**config.mk**
```make
export PLATFORM = sky130hd
export DESIGN_NAME = rm_int_unit
export DESIGN_NICKNAME = d
export VERILOG_FILES = /design/src/rtl/rm_int_pkg.sv /design/src/rtl/rm_phys_addr.sv /design/src/rtl/rm_bound_check.sv /design/src/rtl/rm_flag_reg.sv /design/src/rtl/rm_int_unit.sv
export SDC_FILE = /design/constraint.sdc
export NUM_CORES = 1
export LEC_CHECK = 0
export ABC_AREA = 0
export ABC_CLOCK_PERIOD_IN_PS = 5200
export BUFFER_PORTS_ARGS = -buffer_cell sky130_fd_sc_hd__buf_4
export CAP_MARGIN = 10
export CORE_ASPECT_RATIO = 0.5
export CORE_MARGIN = 4
export CORE_UTILIZATION = 45
export DETAILED_ROUTE_END_ITERATION = 10
export MAX_ROUTING_LAYER = met4
export PLACE_DENSITY = 0.71
export SKIP_LAST_GASP = 1
export SLEW_MARGIN = 20
export SYNTH_ARGS = -nofsm -noshare
export SYNTH_HDL_FRONTEND = slang
export SYNTH_SLANG_ARGS = --single-unit
export TNS_END_PERCENT = 30
```
**constraint.sdc**
```tcl
create_clock -name clk_i -period 5.2 [get_ports clk_i]
set_input_delay 0.26 -clock clk_i [delete_from_list [all_inputs] [get_ports clk_i]]
set_output_delay 0.26 -clock clk_i [all_outputs]
set_load 0.005 [all_outputs]
```
**src/rtl/rm_int_pkg.sv**
```systemverilog
package rm_int_pkg;
  typedef enum logic [3:0] {
    S_IDLE, S_PSH_F, S_PSH_CS, S_PSH_IP, S_VEC_IP, S_VEC_CS,
    S_POP_IP, S_POP_CS, S_POP_F, S_BND_LO, S_BND_HI
  } st_e;

  typedef enum logic [2:0] {
    OP_INT = 3'd0, OP_BRK = 3'd1, OP_OVF = 3'd2, OP_BND = 3'd3,
    OP_RET = 3'd4, OP_STI = 3'd5, OP_CLI = 3'd6, OP_NOP = 3'd7
  } op_e;
endpackage

```
**src/rtl/rm_phys_addr.sv**
```systemverilog
module rm_phys_addr #(
  parameter int DW = 16,
  parameter int AW = 20
) (
  input  logic [DW-1:0] seg_i,
  input  logic [DW-1:0] off_i,
  output logic [AW-1:0] addr_o
);
  localparam int SW = DW + 4;
  logic [SW-1:0] sum;
  assign sum    = {seg_i, 4'h0} + {4'h0, off_i};
  assign addr_o = sum[AW-1:0];
endmodule

```
**src/rtl/rm_bound_check.sv**
```systemverilog
module rm_bound_check #(
  parameter int DW = 16
) (
  input  logic [DW-1:0] val_i,
  input  logic [DW-1:0] lo_i,
  input  logic [DW-1:0] hi_i,
  output logic          out_o
);
  assign out_o = ($signed(val_i) < $signed(lo_i)) || ($signed(val_i) > $signed(hi_i));
endmodule

```
**src/rtl/rm_flag_reg.sv**
```systemverilog
module rm_flag_reg #(
  parameter int              DW      = 16,
  parameter int              TF_BIT  = 8,
  parameter int              IF_BIT  = 9,
  parameter logic [DW-1:0]   RST_VAL = 16'h0002
) (
  input  logic          clk_i,
  input  logic          rst_ni,
  input  logic          ld_i,
  input  logic [DW-1:0] ld_val_i,
  input  logic          clr_ti_i,
  input  logic          if_set_i,
  input  logic          if_clr_i,
  output logic [DW-1:0] flags_o
);
  always_ff @(posedge clk_i or negedge rst_ni) begin
    if (!rst_ni) begin
      flags_o <= RST_VAL;
    end else if (ld_i) begin
      flags_o <= ld_val_i;
    end else if (clr_ti_i) begin
      flags_o[TF_BIT] <= 1'b0;
      flags_o[IF_BIT] <= 1'b0;
    end else if (if_set_i) begin
      flags_o[IF_BIT] <= 1'b1;
    end else if (if_clr_i) begin
      flags_o[IF_BIT] <= 1'b0;
    end
  end
endmodule

```
**src/rtl/rm_int_unit.sv**
```systemverilog
module rm_int_unit
  import rm_int_pkg::*;
#(
  parameter int            DW      = 16,
  parameter int            AW      = 20,
  parameter int            VW      = 8,
  parameter int            TF_BIT  = 8,
  parameter int            IF_BIT  = 9,
  parameter int            OF_BIT  = 11,
  parameter int            BRK_VEC = 3,
  parameter int            OVF_VEC = 4,
  parameter int            BND_VEC = 5,
  parameter logic [DW-1:0] RST_CS  = 16'hFFFF,
  parameter logic [DW-1:0] RST_IP  = 16'h0000,
  parameter logic [DW-1:0] RST_SP  = 16'h0000,
  parameter logic [DW-1:0] RST_FL  = 16'h0002
) (
  input  logic          clk_i,
  input  logic          rst_ni,
  input  logic          ld_i,
  input  logic [DW-1:0] ld_cs_i,
  input  logic [DW-1:0] ld_ip_i,
  input  logic [DW-1:0] ld_sp_i,
  input  logic [DW-1:0] ld_flags_i,
  input  logic [DW-1:0] ss_i,
  input  logic          req_i,
  input  logic [2:0]    req_op_i,
  input  logic [VW-1:0] req_vec_i,
  input  logic [DW-1:0] req_nip_i,
  input  logic [DW-1:0] bnd_val_i,
  input  logic [DW-1:0] bnd_seg_i,
  input  logic [DW-1:0] bnd_off_i,
  input  logic          eirq_i,
  input  logic [VW-1:0] eirq_vec_i,
  output logic          mem_req_o,
  output logic          mem_we_o,
  output logic [AW-1:0] mem_addr_o,
  output logic [DW-1:0] mem_wdata_o,
  input  logic [DW-1:0] mem_rdata_i,
  input  logic          mem_rdy_i,
  output logic [DW-1:0] cs_o,
  output logic [DW-1:0] ip_o,
  output logic [DW-1:0] sp_o,
  output logic [DW-1:0] flags_o,
  output logic          busy_o,
  output logic          done_o
);
  localparam int            VSH  = 2;            // four bytes per vector
  localparam logic [DW-1:0] WB_V = DW'(DW / 8);  // bytes per word
  localparam int            PADW = DW - VW - VSH;

  st_e           st_q, st_d;
  logic [DW-1:0] cs_q, ip_q, sp_q;
  logic [VW-1:0] vec_q;
  logic [DW-1:0] bseg_q, boff_q, bval_q, blo_q;
  logic          done_q, done_d;
  logic [DW-1:0] flags;

  logic          idle, xfer;
  logic          acc_ld, acc_req, acc_irq;
  op_e           op;
  logic          bnd_out;
  logic [DW-1:0] seg_sel, off_sel, vec_off;

  logic          fl_ld, fl_clr_ti, fl_if_set, fl_if_clr;
  logic [DW-1:0] fl_ld_val;

  assign idle    = (st_q == S_IDLE);
  assign xfer    = mem_req_o & mem_rdy_i;
  assign op      = op_e'(req_op_i);
  assign acc_ld  = idle & ld_i;
  assign acc_req = idle & ~ld_i & req_i;
  assign acc_irq = idle & ~ld_i & ~req_i & eirq_i & flags[IF_BIT];
  assign vec_off = {{PADW{1'b0}}, vec_q, {VSH{1'b0}}};

  rm_bound_check #(.DW(DW)) u_bnd (
    .val_i (bval_q),
    .lo_i  (blo_q),
    .hi_i  (mem_rdata_i),
    .out_o (bnd_out)
  );

  rm_flag_reg #(.DW(DW), .TF_BIT(TF_BIT), .IF_BIT(IF_BIT), .RST_VAL(RST_FL)) u_flags (
    .clk_i    (clk_i),
    .rst_ni   (rst_ni),
    .ld_i     (fl_ld),
    .ld_val_i (fl_ld_val),
    .clr_ti_i (fl_clr_ti),
    .if_set_i (fl_if_set),
    .if_clr_i (fl_if_clr),
    .flags_o  (flags)
  );

  rm_phys_addr #(.DW(DW), .AW(AW)) u_addr (
    .seg_i  (seg_sel),
    .off_i  (off_sel),
    .addr_o (mem_addr_o)
  );

  // address source per state
  always_comb begin
    seg_sel = '0;
    off_sel = '0;
    unique case (st_q)
      S_PSH_F, S_PSH_CS, S_PSH_IP: begin
        seg_sel = ss_i;
        off_sel = sp_q - WB_V;
      end
      S_POP_IP, S_POP_CS, S_POP_F: begin
        seg_sel = ss_i;
        off_sel = sp_q;
      end
      S_VEC_IP: off_sel = vec_off;
      S_VEC_CS: off_sel = vec_off + WB_V;
      S_BND_LO: begin
        seg_sel = bseg_q;
        off_sel = boff_q;
      end
      S_BND_HI: begin
        seg_sel = bseg_q;
        off_sel = boff_q + WB_V;
      end
      default: ;
    endcase
  end

  always_comb begin
    unique case (st_q)
      S_PSH_F:  mem_wdata_o = flags;
      S_PSH_CS: mem_wdata_o = cs_q;
      S_PSH_IP: mem_wdata_o = ip_q;
      default:  mem_wdata_o = '0;
    endcase
  end

  assign mem_req_o = ~idle;
  assign mem_we_o  = (st_q == S_PSH_F) | (st_q == S_PSH_CS) | (st_q == S_PSH_IP);

  // next state and flag controls
  always_comb begin
    st_d      = st_q;
    done_d    = 1'b0;
    fl_ld     = 1'b0;
    fl_ld_val = ld_flags_i;
    fl_clr_ti = 1'b0;
    fl_if_set = 1'b0;
    fl_if_clr = 1'b0;
    if (acc_ld) begin
      fl_ld = 1'b1;
    end else if (acc_req) begin
      unique case (op)
        OP_INT, OP_BRK: st_d = S_PSH_F;
        OP_OVF: begin
          if (flags[OF_BIT]) st_d = S_PSH_F;
          else               done_d = 1'b1;
        end
        OP_BND: st_d = S_BND_LO;
        OP_RET: st_d = S_POP_IP;
        OP_STI: begin
          fl_if_set = 1'b1;
          done_d    = 1'b1;
        end
        OP_CLI: begin
          fl_if_clr = 1'b1;
          done_d    = 1'b1;
        end
        default: ;
      endcase
    end else if (acc_irq) begin
      st_d = S_PSH_F;
    end else if (xfer) begin
      unique case (st_q)
        S_PSH_F: begin
          st_d      = S_PSH_CS;
          fl_clr_ti = 1'b1;
        end
        S_PSH_CS: st_d = S_PSH_IP;
        S_PSH_IP: st_d = S_VEC_IP;
        S_VEC_IP: st_d = S_VEC_CS;
        S_VEC_CS: begin
          st_d   = S_IDLE;
          done_d = 1'b1;
        end
        S_POP_IP: st_d = S_POP_CS;
        S_POP_CS: st_d = S_POP_F;
        S_POP_F: begin
          st_d      = S_IDLE;
          done_d    = 1'b1;
          fl_ld     = 1'b1;
          fl_ld_val = mem_rdata_i;
        end
        S_BND_LO: st_d = S_BND_HI;
        S_BND_HI: begin
          if (bnd_out) begin
            st_d = S_PSH_F;
          end else begin
            st_d   = S_IDLE;
            done_d = 1'b1;
          end
        end
        default: ;
      endcase
    end
  end

  always_ff @(posedge clk_i or negedge rst_ni) begin
    if (!rst_ni) begin
      st_q   <= S_IDLE;
      done_q <= 1'b0;
    end else begin
      st_q   <= st_d;
      done_q <= done_d;
    end
  end

  always_ff @(posedge clk_i or negedge rst_ni) begin
    if (!rst_ni) begin
      cs_q   <= RST_CS;
      ip_q   <= RST_IP;
      sp_q   <= RST_SP;
      vec_q  <= '0;
      bseg_q <= '0;
      boff_q <= '0;
      bval_q <= '0;
      blo_q  <= '0;
    end else if (acc_ld) begin
      cs_q <= ld_cs_i;
      ip_q <= ld_ip_i;
      sp_q <= ld_sp_i;
    end else if (acc_req) begin
      if (op != OP_RET && op != OP_NOP) ip_q <= req_nip_i;
      unique case (op)
        OP_BRK:  vec_q <= VW'(BRK_VEC);
        OP_OVF:  vec_q <= VW'(OVF_VEC);
        OP_BND:  vec_q <= VW'(BND_VEC);
        default: vec_q <= req_vec_i;
      endcase
      bseg_q <= bnd_seg_i;
      boff_q <= bnd_off_i;
      bval_q <= bnd_val_i;
    end else if (acc_irq) begin
      vec_q <= eirq_vec_i;
    end else if (xfer) begin
      unique case (st_q)
        S_PSH_F, S_PSH_CS, S_PSH_IP: sp_q <= sp_q - WB_V;
        S_POP_IP: begin
          ip_q <= mem_rdata_i;
          sp_q <= sp_q + WB_V;
        end
        S_POP_CS: begin
          cs_q <= mem_rdata_i;
          sp_q <= sp_q + WB_V;
        end
        S_POP_F:  sp_q  <= sp_q + WB_V;
        S_VEC_IP: ip_q  <= mem_rdata_i;
        S_VEC_CS: cs_q  <= mem_rdata_i;
        S_BND_LO: blo_q <= mem_rdata_i;
        default: ;
      endcase
    end
  end

  assign cs_o    = cs_q;
  assign ip_o    = ip_q;
  assign sp_o    = sp_q;
  assign flags_o = flags;
  assign busy_o  = ~idle;
  assign done_o  = done_q;
endmodule

```
======== Yosys cells after proc, flatten, opt, wreduce, memory -nomap -nowiden ========
Cells that the tools add are included.
operators by class
  add/subtract/negate cells ............... 5
  magnitude comparators ................... 2
  equal/unequal tests ..................... 24
  muxes and demuxes ....................... 63
  bitwise logic cells ..................... 15
  reduce and logical (&&, ||, !) cells .... 30
operators with widths
  cell                                                 number
  2-to-1 mux 16 bit                                    20
  one-hot mux 16 bit (6 select lines)                  1
  one-hot mux 16 bit (2 select lines)                  2
  one-hot mux 16 bit (3 select lines)                  1
  one-hot mux 4 bit (9 select lines)                   1
  adder 16 x 2 -> 16 bit (second input constant)       2
  2-to-1 mux 1 bit                                     27
  one-hot mux 8 bit (3 select lines)                   1
  adder 20 x 16 -> 20 bit                              1
  == test 4 x 3 -> 1 bit (second input constant)       4
  greater-than comparator 16 bit                       1
  < comparator 16 bit                                  1
  2-to-1 mux 4 bit                                     4
  2-to-1 mux 8 bit                                     2
  one-hot mux 4 bit (4 select lines)                   1
  subtractor 16 x 2 -> 16 bit (second input constant)  1
  == test 4 bit (second input constant)                3
  AND reduction 4 bit                                  3
  nonzero test 3 bit                                   4
  OR reduction 2 bit                                   6
  adder 10 x 2 -> 11 bit (second input constant)       1
  nonzero test 11 bit                                  1
  AND reduction 5 bit                                  2
  == test 3 bit (second input constant)                3
  22 further kinds                                     46
storage, ports and cells
  register bits after elaboration ......... 141
  input port bits ......................... 185
  word-level logic and storage cells ...... 152

======== Longest topological paths before layout ========
Gate-level depths: netlist (run 1).
  depth in word-level cells ............... 10
  mapped depth ............................ 16
  mapped depth without buffers ............ 16

======== Hierarchy ========
Synthesis (run 1) repeated with hierarchy kept, for this count alone.
unflattened totals
  cells, all modules ...................... 1246
  area total of the unflattened synthesis .. 10229.8 sq um
modules (own cells, without submodules)
  module          times used  cells an instance  area an instance (sq um)
  rm_int_unit     1           985                8029.0
  rm_bound_check  1           113                807.0
  rm_phys_addr    1           109                760.7
  rm_flag_reg     1           39                 633.1

======== Worst setup path before layout (run 1) ========
No wires, ideal clock.
  path type ............................... reg-to-output
  start point ............................. register st_q[1]
  end point ............................... output port mem_addr_o[18]
  arrival time ............................ 3.457 ns
  required time ........................... 4.940 ns
  slack ................................... 1.483 ns
  cell stages (with the launch flop) ...... 17
  cell sequence ........................... dfrtp_1 -> buf_2 -> buf_1 -> o21ai_1 -> clkbuf_1 -> o21ai_0 -> nand2_1 -> o311ai_0 -> ha_1 -> fa_1 -> a21o_1 -> a21oi_1 -> o21ai_0 -> a41oi_1 -> a22oi_1 -> nand2_1 -> xnor2_1
between the ends
  cells in the longest elaborated chain, start to end .. 4
ends and longest elaborated chain
  element                                                                                            line                RTL
  start, declared                                                                                    rm_int_unit.sv:52   st_e st_q, st_d;
  start signal, assigned                                                                             rm_int_unit.sv:211  st_q <= st_d;
  == test 4 bit, or another cell as far along                                                        rm_int_unit.sv:104  unique case (st_q)
  OR reduction 3 bit (no source line), or another cell as far along                                  --
  one-hot mux 16 bit (6 select lines) / one-hot mux 16 bit (2 select lines) (equally long branches)  rm_int_unit.sv:104
  adder 20 x 16 -> 20 bit *                                                                          rm_phys_addr.sv:11  assign sum = {seg_i, 4'h0} + {4'h0, off_i};
  end, declared                                                                                      rm_int_unit.sv:37   output logic [AW-1:0] mem_addr_o,
Every way passes the cells marked *; elsewhere a longest branch is shown, timed or not.

======== Worst setup path in the final report (run 1) ========
  start point ............................. register st_q[3]
  end point ............................... output port mem_addr_o[18]
Same word-level chain as after synthesis.

==> metrics.txt, run 1 <==
Worst Path Max Fanout=19; synth warn=0; synthesis-stage register bit count=approximately 140; post-synth top area cell=dfrtp_1; Slew @ Worst Pin=0.984 ns; 1st-iter DRT viols=around 960; instance area after placement=~0.012 mm²; Worst Path Arrival=around 4.4 ns; skew final=between 0.009 and 0.01 ns; Post-Route WL=32.5 mm; Final setup viols=0; Worst setup EP type=output port; Ports=slightly below 300; Post-synth EDFFs=0; top cell type's share of synthesized area=32.8%; Placed Cells=approximately 1700; Tot GR Track Use=about 28%; Layout Utilization=about 60%; min-delay worst type=in -> reg; Post-Syn Area=~0.0095 mm²; Die Span X=between 200 and 250 µm; total power=approximately 7.5 mW; register area share after synthesis=a little under two fifths; count leader, synth=nand2_1; # rows=37; Post-DRT Antenna Nets=0; synth top area cells=dfrtp_1 33%, nand2_1 9.8%, ha_1 6.1%, o21ai_0 5.3%, dfstp_2 4.7%; clk buf depth=2; Ant. Diodes=0; # DRC=0; CTS Buf Count=17; CTS H-tree depth=4; Syn Nets=approximately 1400; DR WL/cell=between 15 and 20 µm; Setup TNS Final=0 ns; Post-synth ARST share=100%; hpwl dp=24.5 mm; Clock Sinks=between 100 and 150; Final Hold Fails=0; Cell Pwr Density=604 mW/mm²; total grt overflow=0; Clock transition at path regs=0.06 ns; Max-Cap Viols=0; leak pwr=roughly 6 nW; crit share post-route=90.4%; maximum vdd drop=0.317 mV; via count=about 9600; Design Area, Final=approximately 0.012 mm²; Initial Util=46.0%; Distinct cells, synth=75; synth-to-layout area growth=31.8%; startpoint class of the critical path=flip-flop; Slew HR=34.4%; Clk Latency, worst-skew pair=0.44 ns; largest net degree at the start of global routing=between 100 and 150; most common flop cell mapped by yosys=dfrtp_1; Syn Inst Count=1150; count of input and output buffers=288; DRT Pass-1 Iters=9; Achievable Freq=about 0.21 GHz; RePlAce Congestion=between 0.8 and 0.9; RSZ-0062 raised after global routing=no; Final nets=1648; average cell area after synthesis=between 8 and 9 µm²; Crit path required time=4.94 ns; vias in the first global route=approximately 9600; DIE HEIGHT=111 µm; worst slack at placement=slightly above 0.8 ns; status=completed; full die area=around 0.024 mm²; initial antenna violation count=0; Non-Filler Instances=~1700; Worst Setup Path Type=reg -> out; DR vias/cell=between 5 and 6; final worst setup slack=0.499 ns; first-pass GRT wire length=a little over 50 mm; Commonest cells post-synth=246 x nand2_1, 124 x dfrtp_1, 100 x o21ai_0; fin crit period=approximately 4.7 ns; worst hold slack=about 0.016 ns; share of cells above drive strength 1=between 20% and 30%; Core ar.=about 0.02 mm²; final max-slew violation count=0; CTS tree=built; CTS Root Cell=clkbuf_16
critical path, cell delays in order (launching register included):
cell	delay, ns
dfrtp_1	0.63
nor2b_1	0.25
a21oi_4	0.48
o21ai_0	0.16
nand2_1	0.09
o311ai_0	0.21
ha_1	0.30
fa_1	0.40
a21o_1	0.19
a21oi_1	0.28
o21ai_0	0.17
a41oi_1	0.34
a22oi_1	0.16
nand2_1	0.11
xnor2_1	0.12
buf_4	0.13
report_power, final:
group	switching, mW	internal (mW)	total, mW
registers	0.613	1.64	2.25
clock network	0.505	0.768	1.27
logic	2.08	1.94	4.01
total	3.19	4.34	7.54
cell type report:
type | count | area [µm²]
inverters | 74 | 278
fillers | 1839 | 8130
repair buffers | 323 | 2480
clock buffers | 19 | 443
multi-input cells | 859 | 5220
clock inverters | 13 | 166
flip-flops and latches | 141 | 3550
well taps | 273 | 342
worst paths after layout:
path,from,endpoint,slack [ns],cells past startpoint
min reg2reg,bseg_q[15],bseg_q[15],0.48,2
max,st_q[3],mem_addr_o[18],0.50,15
max in group asynchronous,rst_ni,bval_q[14],3.54,3
min,bnd_val_i[11],bval_q[11],0.02,3
max reg2reg,st_q[1],ip_o[10],2.04,9
min in group asynchronous,rst_ni,bseg_q[10],0.52,2
logic make-up (layout without fill, tap and decap cells):
kind of cell,after synthesis,count (layout),share of synthesized area (%)
xor+xnor,34,34,3.15
fa+ha+maj,47,47,6.29
flops,141,141,37.5
mux,22,22,2.60
compound gates,322,322,22.5
buf+inv,150,429,7.56
simple gates,434,434,20.4
cells in the final DEF, fill, tap and decap left out, types with 5 or more instances in the layout:
master / count
a22oi_1: 24
nor3_1: 17
dfstp_2: 17
and3_1: 8
o211ai_1: 38
o21a_1: 5
a221o_1: 6
inv_1: 72
ha_1: 46
o21ai_0: 100
nor2_1: 80
dlygate4sd3_1: 19
nand4_1: 9
buf_4: 303
nand3_1: 29
xor2_1: 7
nor2b_1: 6
clkbuf_16: 17
a31oi_1: 11
a21oi_1: 61
a21o_1: 5
dfrtp_1: 124
mux2_2: 21
a222oi_1: 21
xnor2_1: 27
nor4_1: 5
nand2_1: 245
a22o_1: 15
flip-flops by register name (all words and copies together) (netlist names):
register,count
done_o,1
ip_o,16
boff_q,16
bval_q,16
blo_q,16
u_flags.flags_o,16
bseg_q,16
sp_o,16
st_q,4
cs_o,16
vec_q,8
layer usage:
layer,vias up,share of wire (%),global-route usage (%),routed length (µm)
li1,4589,-,-,-
met1,4622,44,36.5,14400
met2,358,47,43.4,15300
met3,56,5.7,5.42,1840
met4,0,2.8,9.84,922
met5,-,0,-,0
timing repair:
action,in CTS,in global routing
hold buffers,19,0
setup endpoints to repair,0,2
gates resized for setup,0,1
setup buffers,0,0
endpoints found under the hold margin,63,0
Note: power is estimated with default switching activity, not from simulation.
==> run 2: changes to the inputs <==
==> constraint.sdc (replaced) <==
create_clock -name clk_i -period 5.2 [get_ports clk_i]
set_input_delay 0.52 -clock clk_i [delete_from_list [all_inputs] [get_ports clk_i]]
set_output_delay 0.52 -clock clk_i [all_outputs]
set_load 0.005 [all_outputs]
==> run 2 against run 1 <==
Utilization shrank 0.98 points. Non-clock buffer count shrank 17. Total power shrank 0.21%. Worst hold slack gained 0.19 ns. Count of clock-buffer cells in the layout grew 7. Largest cell class unchanged. Sequential power is essentially flat. Critical path type unchanged. Clock power is essentially flat. Combinational power is essentially flat. Clock skew shrank 0.0032 ns. Critical endpoint unchanged. First-iteration DRC count shrank 9.1%. Final area shrank 1.6%. Fmax shrank 4.8%.
==> metrics.txt, run 2 (same netlist as run 1, synthesis figures left out) <==
Post-Route WL=32.6 mm (was 32.5 mm); final max-slew violation count=0 (unchanged); leak pwr=5.93 nW (was 6.01 nW); CTS H-tree depth=4 (unchanged); commonest non-fill, non-tap cell in the layout=buf_4 (unchanged); largest net degree at the start of global routing=98 (was 104); Sequential Power Share=30.0% (was 29.9%); via count=9678 (was 9625); min-delay worst type=in -> async (was in -> reg); full die area=0.0236 mm² (unchanged); Initial Util=46.0% (unchanged); status=completed (unchanged); clk buf depth=2 (unchanged); fin crit period=4.94 ns (was 4.70 ns); Final nets=1631 (was 1648); RSZ-0062 raised after global routing=no (unchanged); Cell Pwr Density=613 mW/mm² (was 604 mW/mm²); DR WL/cell=19.3 µm (was 19.1 µm); Slew HR=37.7% (was 34.4%); Worst Path Arrival=4.42 ns (was 4.44 ns); Worst setup EP type=output port (unchanged); Final setup viols=0 (unchanged); vias in the first global route=9361 (was 9578); most frequent cells in the layout=305 x buf_4, 245 x nand2_1, 123 x dfrtp_1, 99 x o21ai_0, 80 x nor2_1 (was 303 x buf_4, 245 x nand2_1, 124 x dfrtp_1, 100 x o21ai_0, 80 x nor2_1); # rows=37 (unchanged); total grt overflow=0 (unchanged); # DRC=0 (unchanged); Setup TNS Final=0 ns (unchanged); Achievable Freq=0.202 GHz (was 0.213 GHz); Core ar.=0.0206 mm² (unchanged); Ports=289 (unchanged); crit share post-route=95.0% (was 90.4%); first-pass GRT wire length=51.4 mm (was 51.3 mm); Clk pwr share=16.6% (was 16.9%); DR vias/cell=5.74 (was 5.66); P_int=4.35 mW (was 4.34 mW); count of input and output buffers=288 (unchanged); Tot GR Track Use=28.1% (was 27.9%); synth-to-layout area growth=29.6% (was 31.8%); worst slack at placement=0.778 ns (was 0.820 ns); Max-Cap Viols=0 (unchanged); DIE HEIGHT=111 µm (unchanged); Worst Setup Path Type=reg -> out (unchanged); Post-DRT Antenna Nets=0 (unchanged); Slew @ Worst Pin=0.935 ns (was 0.984 ns); DRT Pass-1 Iters=8 (was 9); Clock Sinks=141 (unchanged); Crit path required time=4.68 ns (was 4.94 ns); 1st-iter DRT viols=870 (was 957); maximum vdd drop=0.327 mV (was 0.317 mV); Worst Path Max Fanout=14 (was 19); initial antenna violation count=0 (unchanged); startpoint class of the critical path=flip-flop (unchanged); RePlAce Congestion=0.893 (was 0.891); final worst setup slack=0.261 ns (was 0.499 ns); Die Span X=213 µm (unchanged); post-CTS setup buffers=0 (unchanged); Clock transition at path regs=0.06 ns (about the same); share of cells above drive strength 1=28.0% (was 27.9%); CTS Root Cell=clkbuf_16 (unchanged); Hold Buf Count CTS=0 (was 19); Clk Latency, worst-skew pair=0.44 ns (about the same); P_sw=3.17 mW (was 3.19 mW); Sw Ratio=42.1% (was 42.4%); CTS Buf Count=17 (unchanged); Ant. Diodes=0 (unchanged); skew final=0.00615 ns (was 0.00937 ns); CTS tree=built (unchanged); Final Hold Fails=0 (unchanged); hpwl dp=24.7 mm (was 24.5 mm); Logic pwr share=53.4% (was 53.2%)
-- run 2: changes by cell type in the layout (fill, tap and decap cells not counted), moves of 2 or more --
cell	before	now
dlygate4sd3_1	19	0
buf_4	303	305
clkinv_4	4	0
clkbuf_1	1	7
-- run 2: path summary, 6_finish.rpt --
check,from,to,slack (ns),cells after the start
hold / removal,rst_ni,bseg_q[15],0.20,1
hold reg to reg,bseg_q[11],bseg_q[11],0.48,2
setup / recovery,st_q[2],mem_addr_o[18],0.26,16
max in group asynchronous,rst_ni,cs_o[11],3.82,2
min in group clk_i,bnd_seg_i[8],bseg_q[8],0.27,3
setup reg to reg,st_q[1],ip_o[4],1.91,9
-- run 2: per-layer routing --
layer,share of wire [%],vias up,global-route usage [%]
met5,0,-,-
met3,6.0,67,5.25
met1,43,4663,37.1
met2,48,391,43.8
li1,-,4557,-
met4,2.9,0,9.50
-- run 2: power by group through the flow --
stage	clock network, mW	registers [mW]	logic [mW]
after floorplan	0	2.00	2.55
after global placement	0	2.24	3.89
after detailed placement	0	2.26	3.97
after CTS	1.27	2.25	4.00
after global routing	1.33	2.33	4.45
final	1.25	2.26	4.02
-- run 2: repair_timing --
item,4_1_cts,5_1_grt
hold endpoints to repair,0,0
setup endpoints to repair,0,5
gates resized for setup,0,2
-- run 2: critical path, cell delays in order (launching register included) --
cell and delay [ns]:
dfrtp_1 0.63, inv_1 0.21, nand2_1 0.16, nor3_1 0.06, buf_4 0.19, a222oi_1 0.24, o311ai_0 0.27, ha_1 0.29
fa_1 0.41, a21o_1 0.20, a21oi_1 0.30, o21ai_0 0.17, a41oi_1 0.33, a22oi_1 0.16, nand2_1 0.11, xnor2_1 0.12
buf_4 0.13
-- run 2: area by class of cell --
class,count,area (µm²)
clock inverters,6,110
inverters,74,278
clock buffers,26,479
repair buffers,306,2300
well taps,273,342
flip-flops and latches,141,3550
multi-input cells,859,5210
fillers,1896,8330
-- run 2: per-stage QoR --
stage | hold WS, ns | util (%) | power (mW) | std cells | area [µm²]
floorplan | 0.224 | - | 4.55 | 1150 | 9470
global placement | 0.460 | 56.7 | 6.14 | 1653 | 11700
detailed placement | 0.469 | 56.7 | 6.23 | 1653 | 11700
CTS | 0.222 | 59.6 | 7.52 | 1685 | 12300
global route | 0.265 | 59.6 | 8.11 | 1685 | 12300
finish | 0.204 | 59.6 | 7.52 | 1685 | 12300
